[src/rtl/fcd_pkg.sv]
// Shared types for the flash command decoder.
// Assumes command bytes sit in the low eight bits of the write data bus.
package fcd_pkg;

    typedef enum logic [1:0] {
        RD_ARRAY  = 2'd0,
        RD_IDENT  = 2'd1,
        RD_STATUS = 2'd2,
        RD_QUERY  = 2'd3
    } rd_mode_t;

    typedef enum logic [3:0] {
        OP_NONE,
        OP_ARRAY,
        OP_IDENT,
        OP_STATUS,
        OP_QUERY,
        OP_CLEAR,
        OP_ERASE_SETUP,
        OP_PROG_SETUP,
        OP_CFG_SETUP,
        OP_SUSPEND,
        OP_RESUME
    } op_t;

    typedef enum logic [1:0] {
        SQ_IDLE,
        SQ_ERASE,
        SQ_PROG,
        SQ_CFG
    } seq_t;

    localparam logic [7:0] CODE_ARRAY   = 8'hFF;
    localparam logic [7:0] CODE_IDENT   = 8'h90;
    localparam logic [7:0] CODE_STATUS  = 8'h70;
    localparam logic [7:0] CODE_QUERY   = 8'h98;
    localparam logic [7:0] CODE_CLEAR   = 8'h50;
    localparam logic [7:0] CODE_ERASE   = 8'h20;
    localparam logic [7:0] CODE_PROG_A  = 8'h40;
    localparam logic [7:0] CODE_PROG_B  = 8'h10;
    localparam logic [7:0] CODE_SUSPEND = 8'hB0;
    localparam logic [7:0] CODE_CONFIRM = 8'hD0;
    localparam logic [7:0] CODE_CFG     = 8'h60;
    localparam logic [7:0] CODE_CFG_OK  = 8'h03;

endpackage

[src/rtl/fcd_op_decode.sv]
// Classifies a command byte into a one-cycle opcode.
// Pure combinational; the sequence controller decides whether the result
// applies (it does not when a second write is pending).
module fcd_op_decode
    import fcd_pkg::*;
(
    input  logic [7:0] cmd_byte,
    output op_t        op
);

    // Map each recognised byte to its opcode, everything else to OP_NONE.
    always_comb begin
        unique case (cmd_byte)
            CODE_ARRAY:              op = OP_ARRAY;
            CODE_IDENT:              op = OP_IDENT;
            CODE_STATUS:             op = OP_STATUS;
            CODE_QUERY:              op = OP_QUERY;
            CODE_CLEAR:              op = OP_CLEAR;
            CODE_ERASE:              op = OP_ERASE_SETUP;
            CODE_PROG_A, CODE_PROG_B: op = OP_PROG_SETUP;
            CODE_CFG:                op = OP_CFG_SETUP;
            CODE_SUSPEND:            op = OP_SUSPEND;
            CODE_CONFIRM:            op = OP_RESUME;
            default:                 op = OP_NONE;
        endcase
    end

endmodule

[src/rtl/fcd_seq_ctrl.sv]
// Sequence controller: holds the pending two-cycle state and the read mode,
// and produces the registered one-clock request pulses.
// Assumes wr_en is high for exactly one clock per bus write.
module fcd_seq_ctrl
    import fcd_pkg::*;
#(
    parameter int ADDR_W = 20,
    parameter int DATA_W = 8
) (
    input  logic              clk,
    input  logic              rst_n,
    input  logic              wr_en,
    input  logic [ADDR_W-1:0] wr_addr,
    input  logic [DATA_W-1:0] wr_data,
    input  op_t               op,
    output rd_mode_t          mode,
    output logic              cfg_load,
    output logic              erase_go,
    output logic              prog_go,
    output logic              cfg_go,
    output logic              suspend_go,
    output logic              resume_go,
    output logic              clr_go,
    output logic              seq_err,
    output logic [ADDR_W-1:0] op_addr,
    output logic [DATA_W-1:0] op_data
);

    seq_t state;
    logic [7:0] cmd_low;

    assign cmd_low = wr_data[7:0];

    // Early load strobe so the register updates on the same edge as cfg_go.
    assign cfg_load = wr_en && (state == SQ_CFG) && (cmd_low == CODE_CFG_OK);

    // Advance the sequence, update the read mode and issue request pulses.
    always_ff @(posedge clk) begin
        if (!rst_n) begin
            state      <= SQ_IDLE;
            mode       <= RD_ARRAY;
            erase_go   <= 1'b0;
            prog_go    <= 1'b0;
            cfg_go     <= 1'b0;
            suspend_go <= 1'b0;
            resume_go  <= 1'b0;
            clr_go     <= 1'b0;
            seq_err    <= 1'b0;
            op_addr    <= '0;
            op_data    <= '0;
        end else begin
            erase_go   <= 1'b0;
            prog_go    <= 1'b0;
            cfg_go     <= 1'b0;
            suspend_go <= 1'b0;
            resume_go  <= 1'b0;
            clr_go     <= 1'b0;
            seq_err    <= 1'b0;
            if (wr_en) begin
                case (state)
                    SQ_IDLE: begin
                        case (op)
                            OP_ARRAY:       mode <= RD_ARRAY;
                            OP_IDENT:       mode <= RD_IDENT;
                            OP_STATUS:      mode <= RD_STATUS;
                            OP_QUERY:       mode <= RD_QUERY;
                            OP_CLEAR:       clr_go <= 1'b1;
                            OP_SUSPEND:     suspend_go <= 1'b1;
                            OP_RESUME:      resume_go <= 1'b1;
                            OP_ERASE_SETUP: state <= SQ_ERASE;
                            OP_PROG_SETUP:  state <= SQ_PROG;
                            OP_CFG_SETUP:   state <= SQ_CFG;
                            default:        ;
                        endcase
                    end
                    SQ_ERASE: begin
                        state <= SQ_IDLE;
                        mode  <= RD_STATUS;
                        if (cmd_low == CODE_CONFIRM) begin
                            erase_go <= 1'b1;
                            op_addr  <= wr_addr;
                        end else begin
                            seq_err <= 1'b1;
                        end
                    end
                    SQ_PROG: begin
                        state   <= SQ_IDLE;
                        mode    <= RD_STATUS;
                        prog_go <= 1'b1;
                        op_addr <= wr_addr;
                        op_data <= wr_data;
                    end
                    default: begin
                        state <= SQ_IDLE;
                        if (cmd_low == CODE_CFG_OK) begin
                            cfg_go <= 1'b1;
                            mode   <= RD_ARRAY;
                        end else begin
                            seq_err <= 1'b1;
                            mode    <= RD_STATUS;
                        end
                    end
                endcase
            end
        end
    end

endmodule

[src/rtl/fcd_cfg_reg.sv]
// Burst configuration register. Loads from the low address bits when the
// controller signals a valid confirm; otherwise holds.
// Assumes ADDR_W >= CFG_W.
module fcd_cfg_reg #(
    parameter int ADDR_W = 20,
    parameter int CFG_W  = 16
) (
    input  logic              clk,
    input  logic              rst_n,
    input  logic              load,
    input  logic [ADDR_W-1:0] addr,
    output logic [CFG_W-1:0]  value
);

    // Capture the register image from the address bus on a confirmed load.
    always_ff @(posedge clk) begin
        if (!rst_n) begin
            value <= '0;
        end else if (load) begin
            value <= addr[CFG_W-1:0];
        end
    end

endmodule

[src/rtl/fcd_ident_mux.sv]
// Identifier space read mux: returns the manufacturer code, device code or
// configuration register by read offset. Not gated by read mode; the read
// path selects it when the mode is identifier.
module fcd_ident_mux #(
    parameter int         ADDR_W   = 20,
    parameter int         CFG_W    = 16,
    parameter logic [7:0] MFR_CODE = 8'h20,
    parameter logic [7:0] DEV_CODE = 8'h41
) (
    input  logic [ADDR_W-1:0] rd_addr,
    input  logic [CFG_W-1:0]  cfg_value,
    output logic [CFG_W-1:0]  rd_value
);

    localparam logic [ADDR_W-1:0] OFS_MFR = ADDR_W'(0);
    localparam logic [ADDR_W-1:0] OFS_DEV = ADDR_W'(1);
    localparam logic [ADDR_W-1:0] OFS_CFG = ADDR_W'(5);

    // Select the identifier word for the current read offset.
    always_comb begin
        if (rd_addr == OFS_MFR)      rd_value = CFG_W'(MFR_CODE);
        else if (rd_addr == OFS_DEV) rd_value = CFG_W'(DEV_CODE);
        else if (rd_addr == OFS_CFG) rd_value = cfg_value;
        else                         rd_value = '0;
    end

endmodule

[src/rtl/flash_cmd_decoder.sv]
// Top of the flash command decoder: classifies bus writes, runs one- and
// two-cycle command sequences, holds the burst configuration register and
// serves identifier reads. Assumes one clock of wr_en per bus write.
module flash_cmd_decoder
    import fcd_pkg::*;
#(
    parameter int         ADDR_W   = 20,
    parameter int         DATA_W   = 8,
    parameter int         CFG_W    = 16,
    parameter logic [7:0] MFR_CODE = 8'h20,
    parameter logic [7:0] DEV_CODE = 8'h41
) (
    input  logic              clk,
    input  logic              rst_n,
    input  logic              wr_en,
    input  logic [ADDR_W-1:0] wr_addr,
    input  logic [DATA_W-1:0] wr_data,
    input  logic [ADDR_W-1:0] rd_addr,
    output logic [1:0]        rd_mode,
    output logic [CFG_W-1:0]  ident_data,
    output logic [CFG_W-1:0]  bcr,
    output logic              erase_go,
    output logic [ADDR_W-1:0] erase_addr,
    output logic              prog_go,
    output logic [ADDR_W-1:0] prog_addr,
    output logic [DATA_W-1:0] prog_data,
    output logic              suspend_go,
    output logic              resume_go,
    output logic              clr_status_go,
    output logic              cfg_go,
    output logic              seq_err
);

    op_t               op;
    rd_mode_t          mode;
    logic              cfg_load;
    logic [ADDR_W-1:0] op_addr;

    fcd_op_decode u_decode (
        .cmd_byte (wr_data[7:0]),
        .op       (op)
    );

    fcd_seq_ctrl #(
        .ADDR_W (ADDR_W),
        .DATA_W (DATA_W)
    ) u_seq (
        .clk        (clk),
        .rst_n      (rst_n),
        .wr_en      (wr_en),
        .wr_addr    (wr_addr),
        .wr_data    (wr_data),
        .op         (op),
        .mode       (mode),
        .cfg_load   (cfg_load),
        .erase_go   (erase_go),
        .prog_go    (prog_go),
        .cfg_go     (cfg_go),
        .suspend_go (suspend_go),
        .resume_go  (resume_go),
        .clr_go     (clr_status_go),
        .seq_err    (seq_err),
        .op_addr    (op_addr),
        .op_data    (prog_data)
    );

    fcd_cfg_reg #(
        .ADDR_W (ADDR_W),
        .CFG_W  (CFG_W)
    ) u_cfg (
        .clk   (clk),
        .rst_n (rst_n),
        .load  (cfg_load),
        .addr  (wr_addr),
        .value (bcr)
    );

    fcd_ident_mux #(
        .ADDR_W   (ADDR_W),
        .CFG_W    (CFG_W),
        .MFR_CODE (MFR_CODE),
        .DEV_CODE (DEV_CODE)
    ) u_ident (
        .rd_addr   (rd_addr),
        .cfg_value (bcr),
        .rd_value  (ident_data)
    );

    assign rd_mode    = mode;
    assign erase_addr = op_addr;
    assign prog_addr  = op_addr;

endmodule

[config.mk]
export PLATFORM = sky130hd
export DESIGN_NAME = flash_cmd_decoder
export DESIGN_NICKNAME = d
export VERILOG_FILES = /design/src/rtl/fcd_pkg.sv /design/src/rtl/fcd_op_decode.sv /design/src/rtl/fcd_seq_ctrl.sv /design/src/rtl/fcd_cfg_reg.sv /design/src/rtl/fcd_ident_mux.sv /design/src/rtl/flash_cmd_decoder.sv
export SDC_FILE = /design/constraint.sdc
export NUM_CORES = 1
export LEC_CHECK = 0
export BUFFER_PORTS_ARGS = -buffer_cell sky130_fd_sc_hd__buf_4
export CORE_MARGIN = 3
export CORE_UTILIZATION = 46
export DETAILED_ROUTE_END_ITERATION = 16
export GPL_TIMING_DRIVEN = 0
export PLACE_DENSITY = 0.77
export SYNTH_ARGS = -nofsm -noshare
export SYNTH_HDL_FRONTEND = slang
export SYNTH_SLANG_ARGS = --single-unit
[constraint.sdc]
create_clock -name clk -period 3.1 [get_ports clk]
set_input_delay 0.93 -clock clk [delete_from_list [all_inputs] [get_ports clk]]
set_output_delay 0.93 -clock clk [all_outputs]
set_load 0.1 [all_outputs]
==> results of run 1 <==
-- metrics by stage --
stage	hold WS [ns]	util	instance area, um^2
4_1_cts	0.478	0.750	4280
3_5_place_dp	0.462	0.699	3990
2_1_floorplan	0.486	-	2860
6_report	0.476	0.773	4410
5_1_grt	0.499	0.773	4410
3_3_place_gp	0.450	0.699	3990
-- routing by layer --
| layer | global-route usage | up-vias | part of all wire |
|---|---|---|---|
| li1 | - | 1431 | - |
| met1 | 0.302 | 1411 | 0.39 |
| met2 | 0.438 | 122 | 0.52 |
| met3 | 0.0510 | 12 | 0.074 |
| met4 | 0.0489 | 0 | 0.015 |
| met5 | 0 | - | 0 |
-- sequential cells by signal, summed over array words and instances (netlist names), 2 cells and up --
| register | flops |
|---|---|
| u_cfg.value | 16 |
| u_seq.mode | 2 |
| u_seq.op_addr | 20 |
| u_seq.state | 2 |
| u_seq.op_data | 8 |
-- final cells by class --
type | count | area, um^2 | area share
Buffer | 41 | 273 | 0.0618
Clock buffer | 6 | 82.6 | 0.0187
Clock inverter | 2 | 38.8 | 0.00879
Inverter | 3 | 11.3 | 0.00255
Multi-Input combinational cell | 242 | 1570 | 0.355
Sequential cell | 55 | 1100 | 0.250
Tap cell | 72 | 90.1 | 0.0204
Timing Repair Buffer | 140 | 1250 | 0.283
-- power by group --
group          switching [mW]  internal (mW)
registers            0.000112          0.706
clock network           0.245          0.266
logic                  0.0749         0.0697
-- kinds of logic after synthesis --
logic type,synth area share
AO/OA/AOI/OAI,0.112
XOR/XNOR,0.00310
adder cells (fa/ha/maj),0.0221
buffers and inverters,0.0965
flip-flops,0.389
multiplexers,0.0850
AND/OR/NAND/NOR,0.292
-- cells in the final DEF (no fill, tap or decap), types with 3 or more instances in the layout --
master	instances
inv_1	3
dfxtp_1	55
nand2_1	100
nand3_1	3
clkbuf_8	6
nor4bb_1	3
buf_6	7
buf_4	139
and2_2	4
ha_1	5
nand2b_1	4
nand4_1	4
clkbuf_1	17
buf_12	15
nor2_1	10
nor3_1	6
mux2i_1	24
nor4_4	4
o21ai_0	3
a21boi_0	23
nor4_1	3
and2_4	11
and3_2	3
-- critical path: stages --
cell and delay, ns:
buf_8 0.10, nor4_4 0.29, nand2_2 0.12, nor3_4 0.26, buf_8 0.17, and2_2 0.17, buf_12 0.17
-- final timing paths --
check	start	end	slack [ns]	cells after the start
worst min register to register	u_seq.op_data[2]$_SDFFE_PN0P_	u_seq.op_data[2]$_SDFFE_PN0P_	0.48	2
worst max register to register	u_seq.state[0]$_SDFFE_PN0P_	u_cfg.value[4]$_SDFFE_PN0P_	0.92	7
worst min-delay path	u_seq.op_data[2]$_SDFFE_PN0P_	u_seq.op_data[2]$_SDFFE_PN0P_	0.48	2
worst max-delay path	rd_addr[3]	ident_data[8]	-0.04	7
-- cells in the mapped netlist, types with 2 or more instances --
| cell type | count | area share |
|---|---|---|
| dfxtp_1 | 55 | 0.39 |
| a21boi_0 | 23 | 0.061 |
| o21ai_0 | 3 | 0.0053 |
| nand3_1 | 4 | 0.0071 |
| buf_12 | 2 | 0.014 |
| a31oi_1 | 2 | 0.0044 |
| nor2_1 | 10 | 0.013 |
| and2_1 | 15 | 0.033 |
| nand4_1 | 4 | 0.0088 |
| nand2_1 | 101 | 0.13 |
| nor4bb_1 | 3 | 0.011 |
| nor3_1 | 7 | 0.012 |
| clkbuf_1 | 18 | 0.024 |
| nand2b_1 | 4 | 0.0088 |
| nand3b_1 | 2 | 0.0053 |
| and3_1 | 3 | 0.0066 |
| nor4_1 | 7 | 0.015 |
| nor3b_1 | 2 | 0.0053 |
| inv_1 | 3 | 0.0040 |
| ha_1 | 5 | 0.022 |
| buf_4 | 20 | 0.053 |
| a2bb2oi_1 | 2 | 0.0062 |
| mux2i_1 | 24 | 0.085 |
-- repair_timing --
| item | 4_1_cts | 5_1_grt |
|---|---|---|
| setup buffers | 1 | 0 |
| endpoints found under the setup margin | 13 | 16 |
| gates resized for setup | 39 | 30 |
| hold endpoints to repair | 0 | 0 |
| gates cloned | 0 | 0 |
| pin swaps | 1 | 1 |
==> reports/qor.yml, run 1 <==
routing:
  postRouteAntennaNets: 0
  drtIter0Drc: 122
  wire_per_inst_um: 16.8
  vias: 2976
  dr.pass1.iters: 4
  totalWireLength_um: 9430
  viasPerCell: 5.30
  drc: 0
timing:
  min_period_over_period: 1.01
  worst_slew_pin_slew_ns: 0.548
  rsz0062_at_grt: "yes"
  setup_tns_ns: -0.241
  relSlewSlack: 0.635
  max_freq_mhz: 319
  setup_viol: 10
  hold_violations: 0
  final-max-slew-violation-count: 0
  period_needed_ns: 3.14
  setup_ws_ns: -0.0371
  skew_ns: 0.00819
die:
  ios: 140
  initial_core_util: 0.495
  core_um2: 5710
  die_w_um: 84.4
  rows: 27
  die_h_um: 84.4
  dieArea_um2: 7120
clocking:
  h-tree-depth: 2
  cts_tree: "built"
  cts_sinks: 55
  cts_buffer_depth: 2
  clk_latency_ns: 0.31
  clk_pin_slew_ns: 0.10
  postCtsHoldBufs: 0
  clock_tree.root_cell: "clkbuf_8"
  cts_buffers: 5
setup_path:
  end_kind: "output port"
  timing_worst_setup_path_type: "in -> out"
  critical_path_arrival_ns: 2.21
  required_ns: 2.17
  critPathMaxFanout: 10
  critPathLaunchType: "primary input"
run:
  maxCapViolCount: 0
placed_design:
  placed_cells: 552
  io_buffers: 139
  place_congestion: 0.885
  post-place-ws_ns: -0.546
  hpwl_um: 6630
cells_and_area:
  nets: 544
  nFillCells: 418
  fin_cells: 561
  antenna_cells: 0
  final_layout_size_suffix_gt1_frac: 0.413
  area_delta_synth_final_pct: 56.0
yosys:
  async_reset_ff_frac: 0
  synth_edf_count: 0
  postSynthNetCount: 397
  synth.avg_cell_area_um2: 8.29
  synth_seq_area_share: 0.389
  synth_area_um2: 2830
  ys.flop_type: "dfxtp_1"
  yosysUniqueCellTypes: 45
  ys_ff_latch: 55
  synth_warnings: 0
  syn_inst: 341
run_status:
  violations: "setup timing"
  status: "finished with violations"
pwr:
  power_density_nw_per_um2: 309
  p_leak_nw: 1.91
  max-vdd-ir-drop_mv: 0.261
  power_mw: 1.36
grt:
  grt_max_degree: 18
  grt_first_pass_wirelength_um: 14200
  antenna_found_initial: 0
  grt_overflow: 0
  grt_pass1_vias: 2782
  grt_usage: 0.244
worst_hold_path:
  hp-class: "reg -> reg"
Power figures use the tool's default switching activity.
==> run 2: changes to the inputs <==
--- a/config.mk
+++ b/config.mk
@@ -10,7 +10,7 @@
 export CORE_UTILIZATION = 46
 export DETAILED_ROUTE_END_ITERATION = 16
 export GPL_TIMING_DRIVEN = 0
-export PLACE_DENSITY = 0.77
+export PLACE_DENSITY = 0.9
 export SYNTH_ARGS = -nofsm -noshare
 export SYNTH_HDL_FRONTEND = slang
 export SYNTH_SLANG_ARGS = --single-unit
==> run 2 against run 1 <==
Effect of this change: the run still ends with setup timing left; via count grew 3.9%; power fell by 5.0%; first-iteration DRC count is 66% higher; core utilization is 0.77 points lower; fmax shrank 2.2%; combinational power about the same; final cell count unchanged; setup slack got worse by 0.070 ns; cell area is 0.99% lower; clock-buffer cell count rose by 1; non-clock buffer count stayed put; die area did not move; critical path type unchanged.
==> reports/qor.yml, run 2 (synthesized netlist as in run 1, its figures left out) <==
clocking:
  postCtsHoldBufs: 0  # unchanged
  clk_pin_slew_ns: 0.10  # about the same
  clk_latency_ns: 0.32  # about the same
  cts_buffers: 5  # unchanged
  cts_buffer_depth: 2  # unchanged
  cts_sinks: 55  # unchanged
  cts_tree: "built"
  h-tree-depth: 2  # unchanged
  clock_tree.root_cell: "clkbuf_8"
grt:
  grt_first_pass_wirelength_um: 15600  # +10%
  grt_max_degree: 17  # -1
  grt_pass1_vias: 3120  # +12%
  antenna_found_initial: 0  # unchanged
  grt_usage: 0.272  # +0.0275
  grt_overflow: 0  # unchanged
setup_path:
  required_ns: 2.17  # about the same
  end_kind: "output port"
  critPathMaxFanout: 5  # -5
  critical_path_arrival_ns: 2.28  # +0.07 ns
  critPathLaunchType: "primary input"
  timing_worst_setup_path_type: "in -> out"
timing:
  hold_violations: 0  # unchanged
  rsz0062_at_grt: "yes"
  setup_viol: 12  # +2
  relSlewSlack: 0.603  # -0.0316
  skew_ns: 0.00817  # -0.0000275 ns
  max_freq_mhz: 312  # -2.2%
  setup_ws_ns: -0.107  # -0.0703 ns
  period_needed_ns: 3.21  # +0.0703 ns
  setup_tns_ns: -0.947  # -0.706 ns
  worst_slew_pin_slew_ns: 0.595  # +0.0474 ns
  min_period_over_period: 1.03  # +0.0227
  final-max-slew-violation-count: 0  # unchanged
cells_and_area:
  nFillCells: 374  # -11%
  nets: 544  # unchanged
  area_delta_synth_final_pct: 54.4
  largest_register_ffs: 20  # unchanged
  final_common_cell: "buf_4"
  regMostFlops: "u_seq.op_addr"
  seq_area_um2: 1100  # unchanged
  fin_util: 0.765  # -0.00767
  antenna_cells: 0  # unchanged
  final_layout_size_suffix_gt1_frac: 0.411  # -0.00204
  reg.largest.list: "u_seq.op_addr: 20 flops, u_cfg.value: 16 flops, u_seq.op_data: 8 flops"
  multi_input_area_um2: 1540  # -1.5%
  final_cell_mix: "buf_4, nand2_1, dfxtp_1, mux2i_1, a21boi_0"
  stdcell_area_um2: 4370  # -0.99%
pwr:
  max-vdd-ir-drop_mv: 0.298  # +14%
  p_leak_nw: 1.89  # -0.78%
  power_density_nw_per_um2: 296  # -4.1%
routing:
  dr.pass1.iters: 5  # +1
  postRouteAntennaNets: 0  # unchanged
  totalWireLength_um: 9960  # +5.7%
  wire_per_inst_um: 17.8  # +5.7%
  drtIter0Drc: 202  # +66%
  viasPerCell: 5.51  # +3.9%
  drc: 0  # unchanged
  vias: 3091  # +3.9%
die:
  ios: 140  # unchanged
  dieArea_um2: 7120  # unchanged
  core_um2: 5710  # unchanged
  initial_core_util: 0.495  # unchanged
  die_h_um: 84.4  # unchanged
  rows: 27  # unchanged
  die_w_um: 84.4  # unchanged
placed_design:
  postPlaceCellArea_um2: 3990  # unchanged
  hpwl_um: 6820  # +2.9%
  io_buffers: 139  # unchanged
  place_congestion: 0.928  # +4.9%
worst_hold_path:
  hp-class: "reg -> reg"
run:
  maxCapViolCount: 0  # unchanged
run_status:
  status: "finished with violations"
  violations: "setup timing"
-- run 2: path summary, 6_finish.rpt --
check | startpoint | end | slack, ns | cells past startpoint
setup / recovery | rd_addr[11] | ident_data[2] | -0.11 | 7
hold / removal | u_seq.mode[1]$_SDFFE_PN0P_ | u_seq.mode[1]$_SDFFE_PN0P_ | 0.46 | 2
setup reg to reg | u_seq.state[0]$_SDFFE_PN0P_ | u_cfg.value[7]$_SDFFE_PN0P_ | 0.75 | 7
hold reg to reg | u_seq.mode[1]$_SDFFE_PN0P_ | u_seq.mode[1]$_SDFFE_PN0P_ | 0.46 | 2
-- run 2: worst max-delay path: stages --
cell and delay [ns]:
buf_6 0.09, nor4_2 0.28, nand2_2 0.11, nor3_4 0.30, clkbuf_8 0.22, and2_4 0.17
buf_12 0.17
-- run 2: per-stage QoR --
stage | total power [mW] | hold slack, ns | setup slack [ns] | cells
5_1_grt | 1.34 | 0.486 | -0.188 | 561
3_5_place_dp | 0.851 | 0.453 | -0.596 | 552
3_3_place_gp | 0.848 | 0.453 | -0.565 | 552
4_1_cts | 1.28 | 0.467 | -0.0714 | 561
6_report | 1.29 | 0.463 | -0.107 | 561
2_1_floorplan | 0.775 | 0.486 | -0.184 | 341
-- run 2: metal layers --
layer  share of wire  GRT usage
met3           0.096     0.0707
met5               0          0
met1            0.37      0.318
met4           0.035      0.122
met2            0.50      0.466
-- run 2: area by class of cell --
cell class                 instances  area share
multi-input combinational        242       0.353
timing repair buffer             140       0.285
sequential                        55       0.252
buffer                            41      0.0622
clock buffer                       7      0.0221
tap                               72      0.0206
inverter                           3     0.00258
clock inverter                     1     0.00172
-- run 2: power by group --
group | internal [mW] | leakage, nW | switching (mW) | total (mW)
logic | 0.0692 | 1.40 | 0.0733 | 0.142
clock network | 0.204 | 0.0505 | 0.241 | 0.445
registers | 0.706 | 0.443 | 0.000119 | 0.706
-- run 2: repair_timing --
item                                    in CTS  in global routing
endpoints found under the setup margin      13                 16
cloned                                       1                  0
setup buffers                                0                  0
hold endpoints to repair                     0                  0
gates resized for setup                     52                 11
pin swaps                                   11                  2
